===== config.mk =====
export PLATFORM = sky130hd
export DESIGN_NAME = nfy_trigger_notifier
export DESIGN_NICKNAME = d
export VERILOG_FILES = /design/src/rtl/nfy_pkg.sv /design/src/rtl/nfy_cfg_regs.sv /design/src/rtl/nfy_src_track.sv /design/src/rtl/nfy_pick.sv /design/src/rtl/nfy_bus_master.sv /design/src/rtl/nfy_trigger_notifier.sv
export SDC_FILE = /design/constraint.sdc
export NUM_CORES = 1
export LEC_CHECK = 0
export BUFFER_PORTS_ARGS = -buffer_cell sky130_fd_sc_hd__buf_2
export CORE_UTILIZATION = 32
export CTS_CLUSTER_SIZE = 20
export DETAILED_ROUTE_END_ITERATION = 8
export GPL_ROUTABILITY_DRIVEN = 0
export MAX_ROUTING_LAYER = met4
export PLACE_DENSITY = 0.56
export SLEW_MARGIN = 5
export SYNTH_ARGS = -nofsm -noshare
export SYNTH_HDL_FRONTEND = slang
export SYNTH_SLANG_ARGS = --single-unit

===== constraint.sdc =====
create_clock -name clk -period 2.5 [get_ports clk]
set_clock_uncertainty 0.1 [all_clocks]
set_input_delay 0 -clock clk [delete_from_list [all_inputs] [get_ports clk]]
set_output_delay 0 -clock clk [all_outputs]
set_load 0.01 [all_outputs]

===== src/rtl/nfy_pkg.sv =====
package nfy_pkg;

    localparam int unsigned REG_W  = 64;
    localparam int unsigned CFG_AW = 8;

    // register byte offsets
    localparam logic [CFG_AW-1:0] OFS_CTRL = 8'h58;
    localparam logic [CFG_AW-1:0] OFS_WIN  = 8'h60;
    localparam logic [CFG_AW-1:0] OFS_NFY  = 8'h68;
    localparam logic [CFG_AW-1:0] OFS_VEC  = 8'h70;
    localparam logic [CFG_AW-1:0] OFS_LVL  = 8'h78;

    // MSB-first field numbering: field bit n lives at value bit REG_W-1-n
    function automatic int unsigned msb_pos(input int unsigned n);
        return REG_W - 1 - n;
    endfunction

    localparam int unsigned FREEZE_BIT = msb_pos(0);
    localparam int unsigned CLEAR_BIT  = msb_pos(1);
    localparam int unsigned VALID_BIT  = msb_pos(63);

    localparam logic [REG_W-1:0] TRIG_FLAG_DEF = 64'h8000_0000_0000_0000;

    typedef enum logic [1:0] {
        MS_IDLE = 2'd0,
        MS_REQ  = 2'd1,
        MS_RESP = 2'd2
    } mst_e;

    typedef struct packed {
        logic [REG_W-1:0] ctrl;
        logic [REG_W-1:0] win;
        logic [REG_W-1:0] nfy;
        logic [REG_W-1:0] vec;
    } cfg_t;

    typedef struct packed {
        logic [REG_W-1:0] addr;
        logic [REG_W-1:0] data;
    } store_t;

endpackage


===== src/rtl/nfy_cfg_regs.sv =====
module nfy_cfg_regs
    import nfy_pkg::*;
(
    input  logic              clk,
    input  logic              rst,
    input  logic              wr_en,
    input  logic [CFG_AW-1:0] addr,
    input  logic [REG_W-1:0]  wdata,
    input  logic [REG_W-1:0]  lvl_word,
    output logic [REG_W-1:0]  rdata,
    output logic              freeze_o,
    output logic              clear_o,
    output logic [REG_W-1:0]  nfy_o,
    output logic [31:0]       vec_hi_o
);

    cfg_t cfg_q;

    always_ff @(posedge clk) begin
        if (rst) begin
            cfg_q <= '0;
        end else if (wr_en) begin
            case (addr)
                OFS_CTRL: cfg_q.ctrl <= wdata;
                OFS_WIN:  cfg_q.win  <= wdata;
                OFS_NFY:  cfg_q.nfy  <= wdata;
                OFS_VEC:  cfg_q.vec  <= wdata;
                default:  ;
            endcase
        end
    end

    always_comb begin
        case (addr)
            OFS_CTRL: rdata = cfg_q.ctrl;
            OFS_WIN:  rdata = cfg_q.win;
            OFS_NFY:  rdata = cfg_q.nfy;
            OFS_VEC:  rdata = cfg_q.vec;
            OFS_LVL:  rdata = lvl_word;
            default:  rdata = '1;
        endcase
    end

    assign clear_o  = wr_en && (addr == OFS_CTRL) && wdata[CLEAR_BIT];
    assign freeze_o = cfg_q.ctrl[FREEZE_BIT];
    assign nfy_o    = cfg_q.nfy;
    assign vec_hi_o = cfg_q.vec[REG_W-1:32];

    AST_CFG_HOLD: assert property (@(posedge clk) disable iff (rst)
        !wr_en |=> $stable(cfg_q)) else $error("config changed without write");

endmodule


===== src/rtl/nfy_src_track.sv =====
module nfy_src_track
    import nfy_pkg::*;
#(
    parameter int unsigned NUM_SRC = 20
) (
    input  logic               clk,
    input  logic               rst,
    input  logic [NUM_SRC-1:0] irq_i,
    input  logic               freeze_i,
    input  logic               clear_i,
    input  logic [NUM_SRC-1:0] take_i,
    output logic [NUM_SRC-1:0] pend_o,
    output logic [REG_W-1:0]   lvl_word_o,
    output logic               ign_o
);

    logic [NUM_SRC-1:0] lvl_q;
    logic [NUM_SRC-1:0] pend_q;
    logic               ign_q;
    logic [NUM_SRC-1:0] rise;

    assign rise = irq_i & ~lvl_q;

    always_ff @(posedge clk) begin
        if (rst || clear_i) begin
            lvl_q  <= '0;
            pend_q <= '0;
            ign_q  <= 1'b0;
        end else begin
            ign_q <= freeze_i && (irq_i != lvl_q);
            if (freeze_i) begin
                pend_q <= pend_q & ~take_i;
            end else begin
                pend_q <= (pend_q & ~take_i) | rise;
                lvl_q  <= irq_i;
            end
        end
    end

    genvar n;
    generate
        for (n = 0; n < REG_W; n++) begin : g_lvl_map
            if (n < NUM_SRC) begin : g_src
                assign lvl_word_o[msb_pos(n)] = lvl_q[n];
            end else begin : g_pad
                assign lvl_word_o[msb_pos(n)] = 1'b0;
            end
        end
    endgenerate

    assign pend_o = pend_q;
    assign ign_o  = ign_q;

    AST_FREEZE_HOLD: assert property (@(posedge clk) disable iff (rst)
        freeze_i && !clear_i |=> $stable(lvl_q)) else $error("level moved while frozen");

    AST_CLEAR_EMPTY: assert property (@(posedge clk) disable iff (rst)
        clear_i |=> (pend_q == '0) && (lvl_q == '0)) else $error("state survived clear");

endmodule


===== src/rtl/nfy_pick.sv =====
module nfy_pick #(
    parameter int unsigned NUM_SRC = 20,
    parameter int unsigned SRC_W   = 5
) (
    input  logic [NUM_SRC-1:0] pend_i,
    output logic               any_o,
    output logic [SRC_W-1:0]   idx_o,
    output logic [NUM_SRC-1:0] onehot_o
);

    always_comb begin
        idx_o    = '0;
        onehot_o = '0;
        for (int i = NUM_SRC - 1; i >= 0; i--) begin
            if (pend_i[i]) begin
                idx_o = SRC_W'(i);
            end
        end
        any_o = |pend_i;
        if (any_o) begin
            onehot_o[idx_o] = 1'b1;
        end
    end

endmodule


===== src/rtl/nfy_bus_master.sv =====
module nfy_bus_master
    import nfy_pkg::*;
#(
    parameter int unsigned      SRC_W     = 5,
    parameter logic [REG_W-1:0] TRIG_FLAG = TRIG_FLAG_DEF
) (
    input  logic              clk,
    input  logic              rst,
    input  logic              any_i,
    input  logic [SRC_W-1:0]  idx_i,
    input  logic              clear_i,
    input  logic [REG_W-1:0]  nfy_i,
    input  logic [31:0]       vec_hi_i,
    output logic              take_o,
    output logic              req_valid,
    input  logic              req_ready,
    output logic [REG_W-1:0]  req_addr,
    output logic [REG_W-1:0]  req_data,
    input  logic              resp_valid,
    input  logic              resp_err,
    output logic              err_o
);

    mst_e   st_q;
    store_t st_buf;
    logic   err_q;

    assign take_o = (st_q == MS_IDLE) && any_i && !clear_i;

    always_ff @(posedge clk) begin
        if (rst) begin
            st_q   <= MS_IDLE;
            st_buf <= '0;
            err_q  <= 1'b0;
        end else begin
            err_q <= 1'b0;
            case (st_q)
                MS_IDLE: begin
                    if (take_o && nfy_i[VALID_BIT]) begin
                        st_q        <= MS_REQ;
                        st_buf.addr <= {nfy_i[REG_W-1:1], 1'b0};
                        st_buf.data <= TRIG_FLAG | {32'h0, vec_hi_i} | REG_W'(idx_i);
                    end
                end
                MS_REQ: begin
                    if (req_ready) st_q <= MS_RESP;
                end
                MS_RESP: begin
                    if (resp_valid) begin
                        err_q <= resp_err;
                        st_q  <= MS_IDLE;
                    end
                end
                default: st_q <= MS_IDLE;
            endcase
        end
    end

    assign req_valid = (st_q == MS_REQ);
    assign req_addr  = st_buf.addr;
    assign req_data  = st_buf.data;
    assign err_o     = err_q;

    AST_REQ_HOLD: assert property (@(posedge clk) disable iff (rst)
        req_valid && !req_ready |=> req_valid && $stable(req_addr) && $stable(req_data))
        else $error("request dropped or changed");

    AST_ERR_PULSE: assert property (@(posedge clk) disable iff (rst)
        err_o |=> !err_o) else $error("error longer than one cycle");

    AST_ERR_FROM_RESP: assert property (@(posedge clk) disable iff (rst)
        err_o |-> $past(resp_valid && resp_err)) else $error("error without response");

endmodule


===== src/rtl/nfy_trigger_notifier.sv =====
module nfy_trigger_notifier
    import nfy_pkg::*;
#(
    parameter int unsigned      NUM_SRC   = 20,
    parameter logic [REG_W-1:0] TRIG_FLAG = TRIG_FLAG_DEF
) (
    input  logic               clk,
    input  logic               rst,
    input  logic [NUM_SRC-1:0] irq_in,
    input  logic               cfg_we,
    input  logic [7:0]         cfg_addr,
    input  logic [63:0]        cfg_wdata,
    output logic [63:0]        cfg_rdata,
    output logic               nfy_req_valid,
    input  logic               nfy_req_ready,
    output logic [63:0]        nfy_req_addr,
    output logic [63:0]        nfy_req_data,
    input  logic               nfy_resp_valid,
    input  logic               nfy_resp_err,
    output logic               nfy_err,
    output logic               lvl_ign
);

    localparam int unsigned SRC_W = (NUM_SRC > 1) ? $clog2(NUM_SRC) : 1;

    logic               freeze;
    logic               clear;
    logic [REG_W-1:0]   nfy_word;
    logic [31:0]        vec_hi;
    logic [REG_W-1:0]   lvl_word;
    logic [NUM_SRC-1:0] pend;
    logic [NUM_SRC-1:0] grant;
    logic [NUM_SRC-1:0] take_vec;
    logic               any_pend;
    logic [SRC_W-1:0]   pick_idx;
    logic               take;

    nfy_cfg_regs u_regs (
        .clk      (clk),
        .rst      (rst),
        .wr_en    (cfg_we),
        .addr     (cfg_addr),
        .wdata    (cfg_wdata),
        .lvl_word (lvl_word),
        .rdata    (cfg_rdata),
        .freeze_o (freeze),
        .clear_o  (clear),
        .nfy_o    (nfy_word),
        .vec_hi_o (vec_hi)
    );

    nfy_src_track #(.NUM_SRC(NUM_SRC)) u_track (
        .clk        (clk),
        .rst        (rst),
        .irq_i      (irq_in),
        .freeze_i   (freeze),
        .clear_i    (clear),
        .take_i     (take_vec),
        .pend_o     (pend),
        .lvl_word_o (lvl_word),
        .ign_o      (lvl_ign)
    );

    nfy_pick #(.NUM_SRC(NUM_SRC), .SRC_W(SRC_W)) u_pick (
        .pend_i   (pend),
        .any_o    (any_pend),
        .idx_o    (pick_idx),
        .onehot_o (grant)
    );

    assign take_vec = grant & {NUM_SRC{take}};

    nfy_bus_master #(.SRC_W(SRC_W), .TRIG_FLAG(TRIG_FLAG)) u_mst (
        .clk        (clk),
        .rst        (rst),
        .any_i      (any_pend),
        .idx_i      (pick_idx),
        .clear_i    (clear),
        .nfy_i      (nfy_word),
        .vec_hi_i   (vec_hi),
        .take_o     (take),
        .req_valid  (nfy_req_valid),
        .req_ready  (nfy_req_ready),
        .req_addr   (nfy_req_addr),
        .req_data   (nfy_req_data),
        .resp_valid (nfy_resp_valid),
        .resp_err   (nfy_resp_err),
        .err_o      (nfy_err)
    );

    AST_GRANT_ONEHOT: assert property (@(posedge clk) disable iff (rst)
        $onehot0(grant)) else $error("multiple grants");

    AST_GRANT_LOWEST: assert property (@(posedge clk) disable iff (rst)
        (grant != '0) |-> (((grant - 1'b1) & pend) == '0)) else $error("grant not lowest");

    AST_SEND_NEEDS_VALID: assert property (@(posedge clk) disable iff (rst)
        $rose(nfy_req_valid) |-> $past(nfy_word[VALID_BIT])) else $error("store without valid");

endmodule


* Word level (Yosys, flattened, before mapping) *
Cells that the tools add are included.

storage, ports and cells
  output and inout port bits = 195
  register bits = 427
  word-level logic and storage cells = 80
  bits in writable memories = 0
  memories kept = 0
  bits in latches = 0
  bits in read-only memories = 0
  bits of input ports = 98

operators by class
  add/subtract/negate cells = 0
  shift operators = 0
  reductions and logical operators = 18
  equality and inequality tests = 11
  divide/modulo/power cells = 0
  mux-type cells = 29
  bitwise logic cells = 9
  multiply operators = 0
  magnitude comparators = 2

operators by type and width
  kind                                                                                 number
  64-bit one-hot mux with 5 select lines                                               1
  5-bit 2-to-1 mux                                                                     20
  64-bit by 5-bit OR with 64-bit output                                                1
  20-bit AND                                                                           3
  8-bit by 7-bit == test with 1-bit output, second input constant                      5
  20-bit 2-to-1 mux                                                                    2
  20-bit NOT                                                                           2
  20-bit != test                                                                       1
  20-bit OR                                                                            1
  20-bit OR reduction                                                                  1
  2-bit AND reduction                                                                  5
  1-bit logical AND                                                                    7
  5-bit by 6-bit < comparator with 1-bit output, second input constant                 1
  2-bit 2-to-1 mux                                                                     3
  2-bit one-hot mux with 3 select lines                                                1
  1-bit demux with 5-bit select                                                        1
  5-bit by 1-bit greater-or-equal comparator with 1-bit output, second input constant  1
  2-bit != test, second input constant                                                 2
  3-bit AND reduction                                                                  1
  3-bit OR reduction                                                                   1
  2-bit by 1-bit == test with 1-bit output, second input constant                      1
  2-bit == test, second input constant                                                 1
  2-bit logical NOT                                                                    1
  2-bit by 1-bit != test with 1-bit output, second input constant                      1
  other kinds (4)                                                                      5

* Depth between registers and ports, before layout *
  word-level depth = 30
  mapped depth = 8
  depth with buffers taken out = 5

* Hierarchy *
From an unflattened synthesis, not the netlist that was laid out.

second synthesis, totals
  cell total of the unflattened synthesis = 2,389
  area total of the unflattened synthesis = 19,606.3 um2

by module, submodules not included
  module                instances  area each (um2)  cells each
  nfy_cfg_regs          1          12,343.1         1,563
  nfy_bus_master        1          4,493.1          483
  nfy_src_track         1          2,212.1          245
  nfy_pick              1          404.1            76
  nfy_trigger_notifier  1          153.9            22

* Worst setup path before layout *
No wires, ideal clock.

  path type = reg-to-reg
  start = reg u_track.pend_q[0], in the netlist u_track.pend_o[0]
  end = reg u_mst.st_buf (netlist bit u_mst.req_addr[35])
  slack = 0.349 ns
  arrival = 1.919 ns
  period minus slack after synthesis = 2.151 ns
  required time = 2.268 ns
  path buffers = 2
  cell stages (with the launch flop) = 8
  cells stage by stage = dfxtp_1 or4_1 nor4_4 a211oi_2 buf_2 buf_2 nand2_1 a21oi_1

between the ends
  word-level cells in the longest chain between the ends = 5

RTL lines
  element                          line                  source
  from (decl)                      nfy_src_track.sv:18   logic [NUM_SRC-1:0] pend_q;
  from (signal assigned)           nfy_src_track.sv:32   pend_q <= pend_q & ~take_i;
  from (signal assigned)           nfy_src_track.sv:34   pend_q <= (pend_q & ~take_i) | rise;
  20-bit OR reduction              nfy_pick.sv:19        any_o = |pend_i;
  1-bit logical AND (2 in series)  nfy_bus_master.sv:28  assign take_o = (st_q == MS_IDLE) && any_i && !clear_i;
  1-bit logical AND                nfy_bus_master.sv:39  if (take_o && nfy_i[VALID_BIT]) begin
  2-bit AND reduction (no line)    -
  to (decl)                        nfy_bus_master.sv:25  store_t st_buf;

Every way passes these cells.
A chain may end at the register's enable or synchronous reset.

* Worst setup path in the final report *
  start = reg u_track.pend_q[7], in the netlist u_track.pend_o[7]
  end = reg u_mst.st_buf (netlist bit u_mst.req_addr[6])

Same word-level chain as after synthesis.

==> results.yml <==
status:
  status: "completed"
min_path:
  worstHoldStart: "cfg_we"
  hold_path_depth: 6
  holdPathEnd: "u_regs.vec_hi_o[12]$_SDFFE_PP0P_"
  worstHoldPathType: "primary input to register"
setup_path:
  required_ns: 2.83
  reg2reg_to: "u_mst.req_addr[6]$_SDFFE_PP0P_"
  r2r_slack_ns: 0.1
  crit_path_start_kind: "register"
  cp.arrival_ns: 2.73
  worstRegToRegCells: 7
  crit_type: "register to register"
  worstSetupEndpointType: "register"
  crit_fanout: 49
  regToRegStartpoint: "u_track.pend_o[7]$_SDFF_PP0_"
global_route:
  grt_pass1_vias: 15330
  grt_pass1_wl_mm: 90.38
  grt.total_usage_pct: 22.82
  antenna_found_initial: 4
  grt_overflow: 0
  grt_max_degree: 116
clocking:
  cts_root_buf: "clkbuf_16"
  clock_path_buffers: 3
  numCtsBuffers: 44
  clk_latency_ns: 0.58
  htree_levels: 2
  clock_sinks: 396
  cts_tree: "yes"
  clk_pin_slew_ns: 0.06
final_layout:
  final_cell_mix: "nand2_1 (760), dfxtp_1 (396), a21oi_1 (359)"
  area_delta_synth_final_pct: 28.14
  final_common_cell: "nand2_1"
  fin_area_um2: 20910
  drive_gt1_share_pct: 16.76
  num-fill-cells: 5158
  final_nets: 2554
flow_run:
  drv_cap: 0
route:
  met3_length_mm: 4.317
  drt_wl_total_mm: 59.27
  vias: 16200
  viasPerCell: 5.149
  ant_nets: 0
  m1WireLength_mm: 26.31
  initialDrtViolationCount: 1674
  wl_per_cell_um: 18.83
  drt_pre_antenna_iters: 8
  wl_met2_mm: 27.29
  drc: 0
  routed.top_layer: "met4"
floorplan:
  core_area_um2: 50270
  io_pins: 293
  start_util_pct: 32.45
  die_width_um: 227.8
  rows: 82
  die_h_um: 227.8
  die_area_um2: 51890
timing:
  drv_slew: 0
  tns_ns: 0
  fin_crit_sh_pct: 96.16
  worst_slew_pin_slew_ns: 0.8124
  whs_ns: 0.07201
  finalHoldViolCount: 0
  fmax_mhz: 416.0
  period_needed_ns: 2.404
  setup_viol: 0
  layout_setup_ws_ns: 0.09591
  slew-limit-headroom_pct: 45.13
placed_design:
  pre_cts_ws_ns: 0.05873
  io_buffers: 260
  placed_cell_area_um2: 18410
  dp_hpwl_mm: 38.73
synthesis:
  synthDistinctLibCells: 54
  synth_area_um2: 16310
  yosysSeqAreaShare_pct: 48.59
  synth_xor_area_share_pct: 0
  synth_top_family_by_area: "simple AND/OR/NAND/NOR gates"
  async_reset_ff_share_pct: 0
  synthAdderAreaFrac_pct: 1.534
  ys_ff_latch: 396
  yosys_most_used_dff: "dfxtp_1"
  synth_cells: 2137
  syn_area_per_cell_um2: 7.634
  synthMuxAreaShare_pct: 1.350
  yosysWarnings: 0
  synth_compound_area_share_pct: 18.46
  synth-simple-area-share_pct: 23.78
  synth-edff-count: 0
pwr:
  power_density_nw_per_um2: 674.6
  total_power_uw: 14100
  power.leakage_uw: 0.007390
  irDropWorstVdd_mv: 0.3908
## metal layers
layer / global-route usage, % / up-vias
met2: 35.58 / 596
met5: - / -
met3: 4.225 / 97
met4: 6.757 / 0
met1: 29.91 / 7805
li1: - / 7706
## sequential cells by signal, summed over array words and instances, names as in the netlist
name             cells
u_regs.nfy_o        64
u_mst.err_o          1
u_track.lvl_q       20
u_mst.req_addr      63
u_track.pend_o      20
u_regs.cfg_q       159
u_regs.freeze_o      1
u_mst.st_q           2
u_regs.vec_hi_o     32
u_mst.req_data      33
u_track.ign_o        1
## worst max path at each step
stage                            startpoint                               to  slack (ns)  cells after the start
2_1_floorplan  u_track.pend_o[0]$_SDFF_PP0_  u_mst.req_addr[35]$_SDFFE_PP0P_        0.35                      7
3_3_place_gp   u_track.pend_o[3]$_SDFF_PP0_  u_mst.req_data[15]$_SDFFE_PP0P_        0.12                      6
3_5_place_dp   u_track.pend_o[3]$_SDFF_PP0_   u_mst.req_addr[6]$_SDFFE_PP0P_        0.06                      6
4_1_cts                         cfg_addr[4]                    cfg_rdata[51]       0.008                      8
5_1_grt        u_track.pend_o[7]$_SDFF_PP0_  u_mst.req_addr[35]$_SDFFE_PP0P_      -0.003                      6
6_report       u_track.pend_o[7]$_SDFF_PP0_   u_mst.req_addr[6]$_SDFFE_PP0P_         0.1                      7
## per-stage QoR
| step | instances | utilization [%] |
|---|---|---|
| global placement | 2967 | 36.63 |
| floorplan | 2168 | - |
| global route | 3146 | 41.58 |
| finish | 3147 | 41.58 |
| CTS | 3138 | 41.48 |
| detailed placement | 2967 | 36.63 |
## where the power goes
part / internal, uW / switching (uW) / total, uW
combinational: 306 / 474 / 780
clock: 4160 / 2720 / 6880
sequential: 6370 / 76.8 / 6440
## final cells by class
type | count | area, um2 | area share, %
antenna | 5 | 12.51 | 0.05985
clock buffer | 58 | 1255 | 6.003
inverter | 26 | 101.3 | 0.4848
tap | 672 | 840.8 | 4.022
timing repair buffer | 409 | 2923 | 13.98
multi-input combinational | 1559 | 7570 | 36.21
clock inverter | 22 | 275.3 | 1.317
sequential | 396 | 7928 | 37.92
## cell families (layout without fill, tap and decap cells)
family,after synthesis,in the layout
mux,22,22
compound gates,537,537
buf+inv,213,515
simple gates,948,948
flops,396,396
other cells,1,37
fa+ha+maj,20,20
## cell usage after synthesis (22+ instances only)
cell type / number / area share (%)
a21oi_1: 359 / 11
a22oi_1: 50 / 2.3
nand2_1: 765 / 18
inv_1: 25 / 0.58
dfxtp_1: 396 / 49
nand3_1: 67 / 2.1
buf_2: 27 / 0.83
o21ai_0: 83 / 2.5
mux2i_1: 22 / 1.3
nor2_1: 56 / 1.3
clkbuf_1: 111 / 2.6
buf_4: 32 / 1.5
## worst max-delay path: stages (launching register included)
cell	delay, ns
dfxtp_1	0.36
or4_1	0.60
nor4_4	0.40
buf_4	0.19
a211oi_4	0.12
buf_12	0.22
nand2_1	0.14
a21oi_1	0.09
## timing repair
item                                    in CTS  in global routing
hold endpoints to repair                   335                  0
buffers inserted                             0                  4
endpoints found under the setup margin       0                 94
gates resized for setup                      0                  4
hold buffers                                91                  0
Note: power is estimated with default switching activity, not from simulation.
